--- src/rtl/sirq_pkg.sv ---
package sirq_pkg;
  typedef enum logic [1:0] {
    SEL_WORD = 2'd0,
    SEL_SET  = 2'd1,
    SEL_CLR  = 2'd2,
    SEL_PIL  = 2'd3
  } sel_e;
endpackage

--- src/rtl/sirq_prio_enc.sv ---
module sirq_prio_enc #(
  parameter int W  = 17,
  parameter int LW = $clog2(W)
) (
  input  logic [W-1:0]  vec_i,
  output logic [LW-1:0] idx_o
);
  always_comb begin
    idx_o = '0;
    for (int i = 0; i < W; i++) begin
      if (vec_i[i]) idx_o = LW'(i);
    end
  end
endmodule

--- src/rtl/sirq_word_upd.sv ---
module sirq_word_upd
  import sirq_pkg::*;
#(
  parameter int WORD_W = 17
) (
  input  logic [WORD_W-1:0] cur_i,
  input  logic [WORD_W-1:0] wdata_i,
  input  sel_e              sel_i,
  input  logic              wr_en_i,
  input  logic              tick_i,
  input  logic              stick_i,
  output logic [WORD_W-1:0] nxt_o
);
  logic [WORD_W-1:0] sw_word;
  logic [WORD_W-1:0] hw_bits;

  always_comb begin
    sw_word = cur_i;
    if (wr_en_i) begin
      unique case (sel_i)
        SEL_WORD: sw_word = wdata_i;
        SEL_SET:  sw_word = cur_i | wdata_i;
        SEL_CLR:  sw_word = cur_i & ~wdata_i;
        default:  sw_word = cur_i;
      endcase
    end
  end

  always_comb begin
    hw_bits           = '0;
    hw_bits[0]        = tick_i;
    hw_bits[WORD_W-1] = stick_i;
  end

  // hardware match bits override a same-cycle software clear
  assign nxt_o = sw_word | hw_bits;
endmodule

--- src/rtl/sirq_access.sv ---
module sirq_access
  import sirq_pkg::*;
#(
  parameter int WORD_W = 17,
  parameter int PIL_W  = 4
) (
  input  logic              valid_i,
  input  logic              write_i,
  input  sel_e              sel_i,
  input  logic              priv_i,
  input  logic [WORD_W-1:0] word_i,
  input  logic [PIL_W-1:0]  pil_i,
  output logic              fault_o,
  output logic              wr_word_o,
  output logic              wr_pil_o,
  output logic [WORD_W-1:0] rdata_o
);
  logic ok;

  assign ok        = valid_i && priv_i;
  assign fault_o   = valid_i && !priv_i;
  assign wr_word_o = ok && write_i && (sel_i != SEL_PIL);
  assign wr_pil_o  = ok && write_i && (sel_i == SEL_PIL);

  always_comb begin
    rdata_o = '0;
    if (ok && !write_i) begin
      unique case (sel_i)
        SEL_WORD: rdata_o = word_i;
        SEL_PIL:  rdata_o = WORD_W'(pil_i);
        default:  rdata_o = '0;
      endcase
    end
  end
endmodule

--- src/rtl/sirq_reg.sv ---
module sirq_reg
  import sirq_pkg::*;
#(
  parameter int WORD_W = 17,
  parameter int PIL_W  = 4
) (
  input  logic              clk_i,
  input  logic              rst_ni,
  input  logic              acc_valid_i,
  input  logic              acc_write_i,
  input  logic [1:0]        acc_sel_i,
  input  logic [WORD_W-1:0] acc_wdata_i,
  input  logic              priv_i,
  input  logic              tick_match_i,
  input  logic              stick_match_i,
  input  logic              int_en_i,
  output logic [WORD_W-1:0] rdata_o,
  output logic              fault_o,
  output logic              recheck_o,
  output logic              irq_o
);
  localparam int LVL_W = $clog2(WORD_W);

  sel_e              sel;
  logic [WORD_W-1:0] word_q, word_nxt;
  logic [PIL_W-1:0]  pil_q;
  logic [LVL_W-1:0]  lvl_cur, lvl_nxt;
  logic              acc_fault, wr_word, wr_pil;
  logic [WORD_W-1:0] rd_nxt;
  logic [WORD_W-1:0] rdata_q;
  logic              fault_q, recheck_q;

  assign sel = sel_e'(acc_sel_i);

  sirq_access #(.WORD_W(WORD_W), .PIL_W(PIL_W)) u_acc (
    .valid_i  (acc_valid_i),
    .write_i  (acc_write_i),
    .sel_i    (sel),
    .priv_i   (priv_i),
    .word_i   (word_q),
    .pil_i    (pil_q),
    .fault_o  (acc_fault),
    .wr_word_o(wr_word),
    .wr_pil_o (wr_pil),
    .rdata_o  (rd_nxt)
  );

  sirq_word_upd #(.WORD_W(WORD_W)) u_upd (
    .cur_i  (word_q),
    .wdata_i(acc_wdata_i),
    .sel_i  (sel),
    .wr_en_i(wr_word),
    .tick_i (tick_match_i),
    .stick_i(stick_match_i),
    .nxt_o  (word_nxt)
  );

  sirq_prio_enc #(.W(WORD_W), .LW(LVL_W)) u_enc_cur (
    .vec_i(word_q),
    .idx_o(lvl_cur)
  );

  sirq_prio_enc #(.W(WORD_W), .LW(LVL_W)) u_enc_nxt (
    .vec_i(word_nxt),
    .idx_o(lvl_nxt)
  );

  always_ff @(posedge clk_i or negedge rst_ni) begin
    if (!rst_ni) begin
      word_q    <= '0;
      pil_q     <= '0;
      rdata_q   <= '0;
      fault_q   <= 1'b0;
      recheck_q <= 1'b0;
    end else begin
      word_q    <= word_nxt;
      if (wr_pil) pil_q <= acc_wdata_i[PIL_W-1:0];
      rdata_q   <= rd_nxt;
      fault_q   <= acc_fault;
      recheck_q <= (lvl_nxt > lvl_cur) || wr_pil;
    end
  end

  assign rdata_o   = rdata_q;
  assign fault_o   = fault_q;
  assign recheck_o = recheck_q;
  assign irq_o     = int_en_i && (int'(lvl_cur) > int'(pil_q));

  a_r1_direct_write: assert property (@(posedge clk_i) disable iff (!rst_ni)
    acc_valid_i && acc_write_i && priv_i && acc_sel_i == 2'd0 && !tick_match_i && !stick_match_i
    |=> word_q == $past(acc_wdata_i));

  a_r4_fault_flag: assert property (@(posedge clk_i) disable iff (!rst_ni)
    acc_valid_i && !priv_i |=> fault_o && rdata_o == '0);

  a_r4_no_touch: assert property (@(posedge clk_i) disable iff (!rst_ni)
    acc_valid_i && !priv_i && !tick_match_i && !stick_match_i |=> $stable(word_q) && $stable(pil_q));

  a_r5_rise_pulse: assert property (@(posedge clk_i) disable iff (!rst_ni)
    lvl_cur > $past(lvl_cur) |-> recheck_o);

  a_r6_pil_pulse: assert property (@(posedge clk_i) disable iff (!rst_ni)
    acc_valid_i && acc_write_i && priv_i && acc_sel_i == 2'd3 |=> recheck_o);

  a_r7_tick_bit: assert property (@(posedge clk_i) disable iff (!rst_ni)
    tick_match_i |=> word_q[0]);

  a_r8_irq_gate: assert property (@(posedge clk_i) disable iff (!rst_ni)
    irq_o |-> int_en_i);

  a_r9_alias_zero: assert property (@(posedge clk_i) disable iff (!rst_ni)
    acc_valid_i && !acc_write_i && priv_i && (acc_sel_i == 2'd1 || acc_sel_i == 2'd2)
    |=> rdata_o == '0);
endmodule

--- config.mk ---
export PLATFORM = sky130hd
export DESIGN_NAME = sirq_reg
export DESIGN_NICKNAME = d
export VERILOG_FILES = /design/src/rtl/sirq_pkg.sv /design/src/rtl/sirq_prio_enc.sv /design/src/rtl/sirq_word_upd.sv /design/src/rtl/sirq_access.sv /design/src/rtl/sirq_reg.sv
export SDC_FILE = /design/constraint.sdc
export NUM_CORES = 1
export LEC_CHECK = 0
export CORE_MARGIN = 3
export CORE_UTILIZATION = 55
export CTS_CLUSTER_DIAMETER = 60
export DETAILED_ROUTE_END_ITERATION = 8
export DONT_BUFFER_PORTS = 1
export HOLD_SLACK_MARGIN = 0.12
export PLACE_DENSITY = 0.72
export SLEW_MARGIN = 10
export SYNTH_ARGS = -nofsm -noshare
export SYNTH_HDL_FRONTEND = slang
export SYNTH_SLANG_ARGS = --single-unit
--- constraint.sdc ---
create_clock -name clk_i -period 4.1 [get_ports clk_i]
set_clock_uncertainty 0.1 [all_clocks]
set_input_delay 0.41 -clock clk_i [delete_from_list [all_inputs] [get_ports clk_i]]
set_output_delay 0.41 -clock clk_i [all_outputs]
set_load 0.005 [all_outputs]
==> impl_results.md, run 1 <==
* Total CTS buffers at 5
* Commonest non-fill, non-tap cell in the layout: dfrtp_1
* Outcome: finished clean
* Worst rel slew slack at between 30% and 40%
* Clk_lat worst skew at 0.29 ns
* CP arrival at 3.29 ns
* Die Ht at between 70 and 80 µm
* CP startpoint kind: input port
* Post-Route Hold Slack at about 0.13 ns
* Maximum vdd ir drop at 247 µV
* Iteration-0 DRC Markers at about 130
* Vias at 1,706
* Max Buffers Root-to-Sink at 2
* Maxcap violations at 0
* Flops & latches, synth at 40
* Post-Syn Area at 0.00230 mm²
* Average wire per standard cell at 18.2 µm
* FF-to-FF End: recheck_o
* Leakage power at ~0.0012 µW
* Final hold violation count at 0
* Pins Over Slew Limit at 0
* Share of layout cells above drive strength 1 at between 10% and 20%
* CTS Sinks at 40
* IO Pins at 47
* Hold Startpoint: tick_match_i
* Main synth FF type: dfrtp_1
* Post-route setup TNS at 0 ns
* YS warnings at 0
* Post-synth EDFFs at 0
* Drt total wl at between 5000 and 6000 µm
* Drt pass-1 iters at 4
* Die Span X at 70.7 µm
* Initial antenna violation count at 0
* Post-route ant nets at 0
* Hold/Removal Path Class: in2reg
* Final setup fails at 0
* Die Footprint at between 0.004 and 0.005 mm²
* Vias in the first global route at between 1,500 and 2,000
* CP Max Fanout at 17
* First-pass GRT wire length at between 8000 and 9000 µm
* Total track usage at 21.9%
* Cell variety after synth at 45
* H-Tree Level Count at 2
* CP Data Required Time at approximately 4.2 ns
* Hold endpoint: word_q[0]
* Register area share after synthesis at a little over two fifths
* HPWL Detailed at 3820 µm
* Endpoint class of the critical path: flip-flop
* PD cells at a little over 400 mW/mm²
* Reg2reg start: word_q[11]
* Placed cell areas at between 0.002 and 0.0025 mm²
* Total global routing overflow at 0
* Gpl congestion at a little under 0.9
* Initial cell density of the core at 59.7%
* CP Class: in2reg
* Rows at 22
* Core Footprint at 0.00385 mm²
* Post-synth ARST share at between 90% and 100%
* Max frequency at around 310 MHz
* Tmin final at ~3.2 ns
* Count of input and output buffers at 0
* Ant. Diodes at 0
* Net count after synthesis at about 270
* CTS tree: built
* Average vias per placed instance at around 6
* Mapped Avg Cell Area at 10.0 µm²
* Gate Count Post-Synth at around 230
* RSZ-0062 raised after global routing: false
* Reg2Reg Setup Slack at between 1 and 1.5 ns
* Hold Path Stages at 1
* DRC Markers at 0
* Clock slew seen by the registers of the worst setup and hold paths at around 0.080 ns
* Crit share post-route at between 70% and 80%
* Post-Layout Inst Area at 0.00247 mm²
* Post-CTS resize count at 0
* CTS Root Cell: clkbuf_8
* Worst Reg-to-Reg Cells at 12
* Actual slew at the worst max-slew pin at between 0.9 and 1 ns
* Commonest cells after routing, fill and taps aside: 40 x dfrtp_1, 26 x inv_1, 18 x nor2b_1
* Layout Nets at roughly 280
* Largest net degree at the start of global routing at 41
* Layout area overhead at 7.51%
[power by group]
part,total (µW),switching (µW),internal [µW]
clock network,270,133,137
logic,260,148,112
registers,489,51.4,438
total,1020,332,687
[per-stage QoR]
stage | power, µW | cells | setup WS (ns) | util (%)
finish | 1020 | 284 | 0.870 | 64.2
global route | 1080 | 284 | 0.623 | 64.2
CTS | 1020 | 284 | 0.869 | 64.2
detailed placement | 740 | 273 | 0.599 | 60.8
global placement | 734 | 273 | 0.618 | 60.8
floorplan | 677 | 229 | 1.03 | -
[critical path, cell delays in order]
cell and delay [ns]:
ha_1 0.20, nand4b_4 0.37, or2_1 0.47, o21ai_1 0.33
or2_1 0.17, a221oi_2 0.07, o31a_1 0.25, ha_1 0.30
nor2b_1 0.13, o21a_1 0.16, o21ai_0 0.14, nand2b_1 0.07
a21oi_1 0.13, o21ai_0 0.08
[cell usage after synthesis, types with 2 or more instances]
cell / count / area share [%]
a21boi_2: 2 / 0.98
a21oi_1: 10 / 2.2
a221oi_2: 2 / 1.3
a22o_1: 6 / 2.3
and2_1: 13 / 3.5
buf_6: 2 / 0.98
clkbuf_1: 3 / 0.49
dfrtp_1: 40 / 44
ha_1: 13 / 7.1
inv_1: 26 / 4.2
mux2_2: 3 / 1.5
nand2_1: 10 / 1.6
nand2b_1: 2 / 0.54
nor2_1: 9 / 1.5
nor2b_1: 18 / 4.9
nor3_1: 3 / 0.65
nor4_1: 4 / 1.1
nor4_2: 2 / 1.1
nor4b_1: 2 / 0.76
o21a_1: 3 / 0.98
o21ai_0: 7 / 1.5
o21ai_1: 4 / 0.87
o21ai_2: 5 / 1.9
o31a_1: 5 / 1.9
o31ai_1: 13 / 4.2
or2_1: 3 / 0.82
[repair_timing]
action | in CTS | in global routing
setup buffers | 0 | 0
setup endpoints to repair | 0 | 0
hold buffers | 3 | 0
endpoints found under the hold margin | 41 | 0
[flip-flops by register name, summed over array words and instances, names as in the netlist]
signal	count
rdata_o	17
word_q	17
fault_o	1
pil_q	4
recheck_o	1
[layer usage]
layer	track usage (%)	part of all wire [%]	vias up
met5	0	0	-
met2	35.3	48	58
met4	5.64	1.0	0
met3	5.97	6.8	6
li1	-	-	819
met1	29.4	44	823
[logic make-up after synthesis]
logic type	count (synthesis)	synth area share, %
buf+inv	33	6.09
simple gates	73	19.5
fa+ha+maj	13	7.07
flops	40	43.5
compound gates	67	22.3
mux	3	1.47
[final cells by class]
type / count / area [µm²]
fillers: 332 / 1380
well taps: 48 / 60.1
repair buffers: 5 / 55.1
inverters: 27 / 101
multi-input cells: 156 / 1160
flip-flops and latches: 40 / 1000
clock buffers: 8 / 90.1
[worst max path at each step]
stage / from / endpoint / slack (ns) / cells past startpoint
3_3_place_gp: acc_sel_i[0] / recheck_o / 0.62 / 14
5_1_grt: acc_sel_i[0] / recheck_o / 0.62 / 14
6_report: acc_sel_i[0] / recheck_o / 0.87 / 14
2_1_floorplan: acc_sel_i[0] / recheck_o / 1.03 / 15
3_5_place_dp: acc_sel_i[0] / recheck_o / 0.60 / 14
4_1_cts: word_q[5] / irq_o / 0.87 / 13
(Power assumes the default switching activity.)
==> run 2: changes to the inputs <==
==> constraint.sdc (replaced) <==
create_clock -name clk_i -period 3.1 [get_ports clk_i]
set_clock_uncertainty 0.1 [all_clocks]
set_input_delay 0.31 -clock clk_i [delete_from_list [all_inputs] [get_ports clk_i]]
set_output_delay 0.31 -clock clk_i [all_outputs]
set_load 0.005 [all_outputs]
==> run 2 against run 1 <==
Effect of this change:
- combinational power rose by 82%
- critical path depth is 1 lower
- critical path type is now reg2out
- worst hold slack improved by 0.0040 ns
- highest routed layer unchanged
==> impl_results.md, run 2 (synthesis gave the netlist of run 1 again) <==
* Outcome: finished clean
* Initial cell density of the core at 59.7% (unchanged)
* Ant. Diodes at 0 (unchanged)
* Post-route ant nets at 0 (unchanged)
* PD cells at 518 mW/mm² (+26%)
* CP max stage delay at 0.45 ns (-0.02 ns)
* Crit-path slowest cell: dfrtp_2
* Clock slew seen by the registers of the worst setup and hold paths at 0.08 ns (about the same)
* Average wire per standard cell at 19.6 µm (+7.4%)
* Filler cell count at 276 (-17%)
* Worst Reg-to-Reg Cells at 13 (+1)
* Die Footprint at 0.00499 mm² (unchanged)
* CP startpoint: word_q[4]
* Commonest cells after routing, fill and taps aside: 38 x dfrtp_1, 29 x buf_4, 25 x inv_1, 18 x nor2b_1, 13 x and2_1
* First-pass GRT wire length at 9890 µm (+15%)
* Core Footprint at 0.00385 mm² (unchanged)
* Final setup fails at 0 (unchanged)
* Post-Layout Inst Area at 0.00288 mm² (+17%)
* Endpoint class of the critical path: output pin
* Gpl congestion at 0.900 (+3.3%)
* Largest net degree at the start of global routing at 41 (unchanged)
* Commonest non-fill, non-tap cell in the layout: dfrtp_1
* Critical path cell sequence: nor3_4, nor3_2, o31a_1, o31ai_2, nand2_1, inv_2, ha_4, nor2b_1, o21ai_1, nand2b_1, a21oi_1, a41oi_1, o21a_1
* Vias at 1,954 (+15%)
* Layout Nets at 313 (+14%)
* Iteration-0 DRC Markers at 101 (-21%)
* Max Buffers Root-to-Sink at 2 (unchanged)
* Hold/Removal Path Class: in2reg
* CP arrival at 2.69 ns (-0.60 ns)
* Rows at 22 (unchanged)
* Buffer and inverter count on the worst path at 1 (+1)
* FF-to-FF End: recheck_o
* CP Max Fanout at 5 (-12)
* Maximum vdd ir drop at 378 µV (+53%)
* RSZ-0062 raised after global routing: true
* Placed cell areas at 0.00253 mm² (+7.9%)
* Setup crit end: irq_o
* Clk_lat worst skew at 0.29 ns (about the same)
* Die Span X at 70.7 µm (unchanged)
* Count of input and output buffers at 0 (unchanged)
* Pins Over Slew Limit at 0 (unchanged)
* HPWL Detailed at 4510 µm (+18%)
* Flip-flop and latch area at 0.00100 mm² (+0.25%)
* Die Ht at 70.7 µm (unchanged)
* Overall Power at 1490 µW (+46%)
* H-Tree Level Count at 2 (unchanged)
* CTS Root Cell: clkbuf_8
* Maxcap violations at 0 (unchanged)
* Share of layout cells above drive strength 1 at 26.6% (+14 points)
* IO Pins at 47 (unchanged)
* Drt pass-1 iters at 4 (unchanged)
* Vias in the first global route at 2,112 (+22%)
* Crit share post-route at between 90% and 100%
* Max frequency at ~320 MHz
* Critical path depth at 13 (-1)
* Reg2Reg Setup Slack at 0.32 ns (-1.14 ns)
* Final hold violation count at 0 (unchanged)
* Drt total wl at 6300 µm (+22%)
* CTS tree: built
* Total CTS buffers at 5 (unchanged)
* CP startpoint kind: flip-flop
* Initial antenna violation count at 0 (unchanged)
* Post-Route Hold Slack at 0.129 ns (+0.00403 ns)
* CP Class: reg2out
* Actual slew at the worst max-slew pin at 0.955 ns (+0.0366 ns)
* Area of the multi-input gates at 0.00126 mm² (+7.8%)
* Delay-heaviest family, CP: compound AO/OA/AOI/OAI gates
* CP Data Required Time at 2.69 ns (-1.47 ns)
* Total global routing overflow at 0 (unchanged)
* DRC Markers at 0 (unchanged)
* Average vias per placed instance at 6.07 (+1.0%)
* Total track usage at 25.5% (+3.7 points)
* Leakage power at 0.00138 µW (+17%)
* Tmin final at roughly 3.1 ns
* Worst rel slew slack at 35.4% (-2.5 points)
* Layout Cells excl Fill at 322 (+13%)
* Placed Cells at 296 (+8.4%)
* Layout area overhead at 25.3%
* CTS Sinks at 40 (unchanged)
* Reg2reg start: word_q[4]
-- run 2: changes by cell type in the layout (fill, tap and decap cells not counted), moves of 2 or more --
cell           previous run  this run
buf_4                     2        29
clkinv_2                  0         2
o31ai_2                   1         4
dlygate4sd3_1             2        11
dfrtp_2                   0         2
dfrtp_1                  40        38
clkbuf_1                  2         0
o31ai_1                  13         9
nor3_1                    3         1
-- run 2: worst min-delay path by stage --
stage | end | depth (start not counted) | startpoint | slack [ns]
detailed placement | rdata_o[16] | 0 | rst_ni | -0.08
finish | word_q[14] | 2 | acc_wdata_i[14] | 0.13
floorplan | fault_o | 0 | rst_ni | -0.09
global placement | rdata_o[0] | 0 | rst_ni | -0.08
global route | word_q[14] | 2 | acc_wdata_i[14] | 0.13
CTS | word_q[14] | 2 | acc_wdata_i[14] | 0.13
-- run 2: what timing repair did --
action,CTS,global route
pin swaps,1,0
endpoints found under the setup margin,1,2
setup buffers,3,2
hold buffers,12,0
endpoints found under the hold margin,50,0
cloned,0,1
gates resized for setup,4,12
-- run 2: layout make-up --
type,instances,area share (%)
Multi-Input combinational cell,157,43.6
Sequential cell,40,34.8
Timing Repair Buffer,42,12.8
Inverter,27,3.52
Clock buffer,6,2.87
Tap cell,48,2.08
Clock inverter,2,0.347
-- run 2: metrics by stage --
stage | setup TNS, ns | worst slack [ns] | util [%]
global route | -0.0910 | -0.0910 | 74.8
detailed placement | -0.155 | -0.155 | 65.6
global placement | -0.0425 | -0.0425 | 65.6
CTS | 0 | 0.00218 | 72.3
finish | 0 | 0.00318 | 74.8
floorplan | 0 | 0.129 | -
-- run 2: report_power, final --
group	switching [µW]	total, µW	internal (µW)
Clock	184	362	178
Combinational	240	472	232
Sequential	78.7	658	579
Total	503	1490	989
-- run 2: layer usage --
layer | vias up | track usage (%) | wire length [µm]
li1 | 902 | - | -
met5 | - | 0 | 0
met1 | 963 | 32.5 | 2700
met4 | 0 | 9.39 | 123
met3 | 12 | 6.25 | 349
met2 | 77 | 42.3 | 3130
==> run 3: changes to the inputs <==
--- a/config.mk
+++ b/config.mk
@@ -5,13 +5,15 @@
 export SDC_FILE = /design/constraint.sdc
 export NUM_CORES = 1
 export LEC_CHECK = 0
+export CELL_PAD_IN_SITES_DETAIL_PLACEMENT = 0
+export CELL_PAD_IN_SITES_GLOBAL_PLACEMENT = 2
 export CORE_MARGIN = 3
-export CORE_UTILIZATION = 55
+export CORE_UTILIZATION = 39
 export CTS_CLUSTER_DIAMETER = 60
 export DETAILED_ROUTE_END_ITERATION = 8
 export DONT_BUFFER_PORTS = 1
 export HOLD_SLACK_MARGIN = 0.12
-export PLACE_DENSITY = 0.72
+export PLACE_DENSITY = 0.8
 export SLEW_MARGIN = 10
 export SYNTH_ARGS = -nofsm -noshare
 export SYNTH_HDL_FRONTEND = slang
==> run 3 against run 2 <==
Effect of this change:
- power is 1.4% lower
- critical endpoint unchanged
- core utilization is 23 points lower
- clock power is 2% lower
- worst hold slack better by 0.0036 ns
- cell count is 9.9% higher
- wire length is 13% lower
==> impl_results.md, run 3 (synthesis gave the netlist of run 1 again) <==
* HPWL Detailed at 4330 µm (-4.0%)
* Initial cell density of the core at 41.0% (-19 points)
* CP startpoint kind: flip-flop
* Initial antenna violation count at 0 (unchanged)
* Final hold violation count at 0 (unchanged)
* Layout Nets at 321 (+2.6%)
* Total global routing overflow at 0 (unchanged)
* Layout area overhead at 27.3%
* Maximum vdd ir drop at 189 µV (-50%)
* CP Data Required Time at 2.69 ns (about the same)
* Largest net degree at the start of global routing at 41 (unchanged)
* H-Tree Level Count at 2 (unchanged)
* Post-Layout Inst Area at 0.00293 mm² (+1.6%)
* Drt total wl at 5460 µm (-13%)
* IO Pins at 47 (unchanged)
* Maxcap violations at 0 (unchanged)
* Leakage power at 0.00141 µW (+2.2%)
* Average wire per standard cell at 15.4 µm (-21%)
* Max frequency at 344 MHz (+6.5%)
* Iteration-0 DRC Markers at 40 (-60%)
* Share of layout cells above drive strength 1 at 28.0% (+1.4 points)
* PD cells at 502 mW/mm² (-3.0%)
* Actual slew at the worst max-slew pin at 0.395 ns (-0.560 ns)
* Buffer and inverter count on the worst path at 1 (unchanged)
* Pins Over Slew Limit at 0 (unchanged)
* Count of input and output buffers at 0 (unchanged)
* Dpl ws at -0.147 ns (+0.00809 ns)
* CP Class: reg2out
* Outcome: finished clean
* Total CTS buffers at 5 (unchanged)
* Hold/Removal Path Class: in2reg
* Endpoint class of the critical path: output pin
* CTS Sinks at 40 (unchanged)
* Post-route ant nets at 0 (unchanged)
* Total track usage at 17.6% (-7.9 points)
* Clock slew seen by the registers of the worst setup and hold paths at 0.08 ns (about the same)
* Placed cell areas at 0.00260 mm² (+3.0%)
* CP max stage delay at 0.44 ns (about the same)
* CTS tree: built
* Vias in the first global route at 1,789 (-15%)
* Delay-heaviest family, CP: compound AO/OA/AOI/OAI gates
* Vias at 1,833 (-6.2%)
* First-pass GRT wire length at 8980 µm (-9.2%)
* Die Footprint at 0.00685 mm² (+37%)
* Core Footprint at 0.00561 mm² (+46%)
* DRC Markers at 0 (unchanged)
* Ant. Diodes at 0 (unchanged)
* Post-Route Hold Slack at 0.133 ns (+0.00362 ns)
* Crit-path slowest cell: dfrtp_2
* Rows at 27 (+23%)
* Final setup fails at 0 (unchanged)
* Crit share post-route at 93.8% (-6.1 points)
* RSZ-0062 raised after global routing: true
* Drt pass-1 iters at 4 (unchanged)
* Worst rel slew slack at 73.3% (+38 points)
* Critical path cell sequence: nor3_2, nor3_1, o31a_1, o31ai_2, nand2_1, inv_1, ha_1, nor2b_1, o21ai_1, nand2b_1, a21oi_2, a41oi_1, o21a_1
* Commonest cells after routing, fill and taps aside: 38 x dfrtp_1, 38 x buf_4, 26 x inv_1, 18 x nor2b_1
* Die Span X at 82.8 µm (+17%)
* CTS Root Cell: clkbuf_8
* Setup slack after layout at 0.194 ns (+0.190 ns)
* CP Max Fanout at 4 (-1)
* Die Ht at 82.8 µm (+17%)
* Max Buffers Root-to-Sink at 2 (unchanged)
* Gpl congestion at 0.850 (-5.5%)
* CP arrival at 2.50 ns (-0.19 ns)
* Clk_lat worst skew at 0.29 ns (about the same)
* Tmin final at 2.91 ns (-0.190 ns)
* Average vias per placed instance at 5.18 (-15%)
-- run 3: cell count changes in the layout (fill, tap and decap cells not counted), sizes merged --
cell,before,now
buf,31,40
nand4b,2,1
-- run 3: worst register-to-register path, delay by kind of cell (launching register included) --
kind            cells  cell delay, ns
compound gates      9            1.37
flops               1            0.41
fa+ha+maj           1            0.30
buf+inv             2            0.23
simple gates        2            0.19
-- run 3: timing repair --
item / 4_1_cts / 5_1_grt
hold endpoints to repair: 48 / 0
buffers inserted: 0 / 8
hold buffers: 12 / 0
endpoints found under the setup margin: 0 / 2
gates resized for setup: 0 / 12
-- run 3: metal layers --
layer / global-route usage, % / share of wire (%)
met5: 0 / 0
met4: 4.41 / 1.1
met3: 3.56 / 5.5
met2: 28.2 / 47
met1: 24.2 / 47
-- run 3: final timing paths --
| kind | start | end | slack [ns] | depth (start not counted) |
|---|---|---|---|---|
| hold reg to reg | pil_q[1] | rdata_o[1] | 0.42 | 1 |
| hold / removal | acc_wdata_i[2] | pil_q[2] | 0.13 | 2 |
| setup / recovery | word_q[5] | irq_o | 0.19 | 13 |
| setup reg to reg | word_q[3] | recheck_o | 0.37 | 14 |
| min in group asynchronous | rst_ni | rdata_o[3] | 0.37 | 2 |
| max in group asynchronous | rst_ni | word_q[5] | 2.33 | 2 |
-- run 3: final cells by class --
class,instances,area [µm²]
clock buffers,6,82.6
clock inverters,2,10.0
fillers,521,2680
inverters,27,101
multi-input cells,156,1200
flip-flops and latches,40,1000
well taps,72,90.1
repair buffers,51,435
-- run 3: power breakdown --
| part | internal, µW | total, µW | switching (µW) | leakage, µW |
|---|---|---|---|---|
| combinational | 239 | 458 | 219 | 0.000840 |
| clock | 178 | 356 | 179 | 0.0000510 |
| sequential | 580 | 655 | 75.9 | 0.000522 |
-- run 3: stage by stage --
step / instances / utilization, % / setup TNS (ns) / total power (µW)
detailed placement: 326 / 46.4 / -0.147 / 1050
global route: 354 / 52.2 / -0.0197 / 1570
floorplan: 229 / - / 0 / 896
finish: 354 / 52.2 / 0 / 1470
CTS: 346 / 50.4 / 0 / 1430
global placement: 326 / 46.4 / -0.0784 / 1050
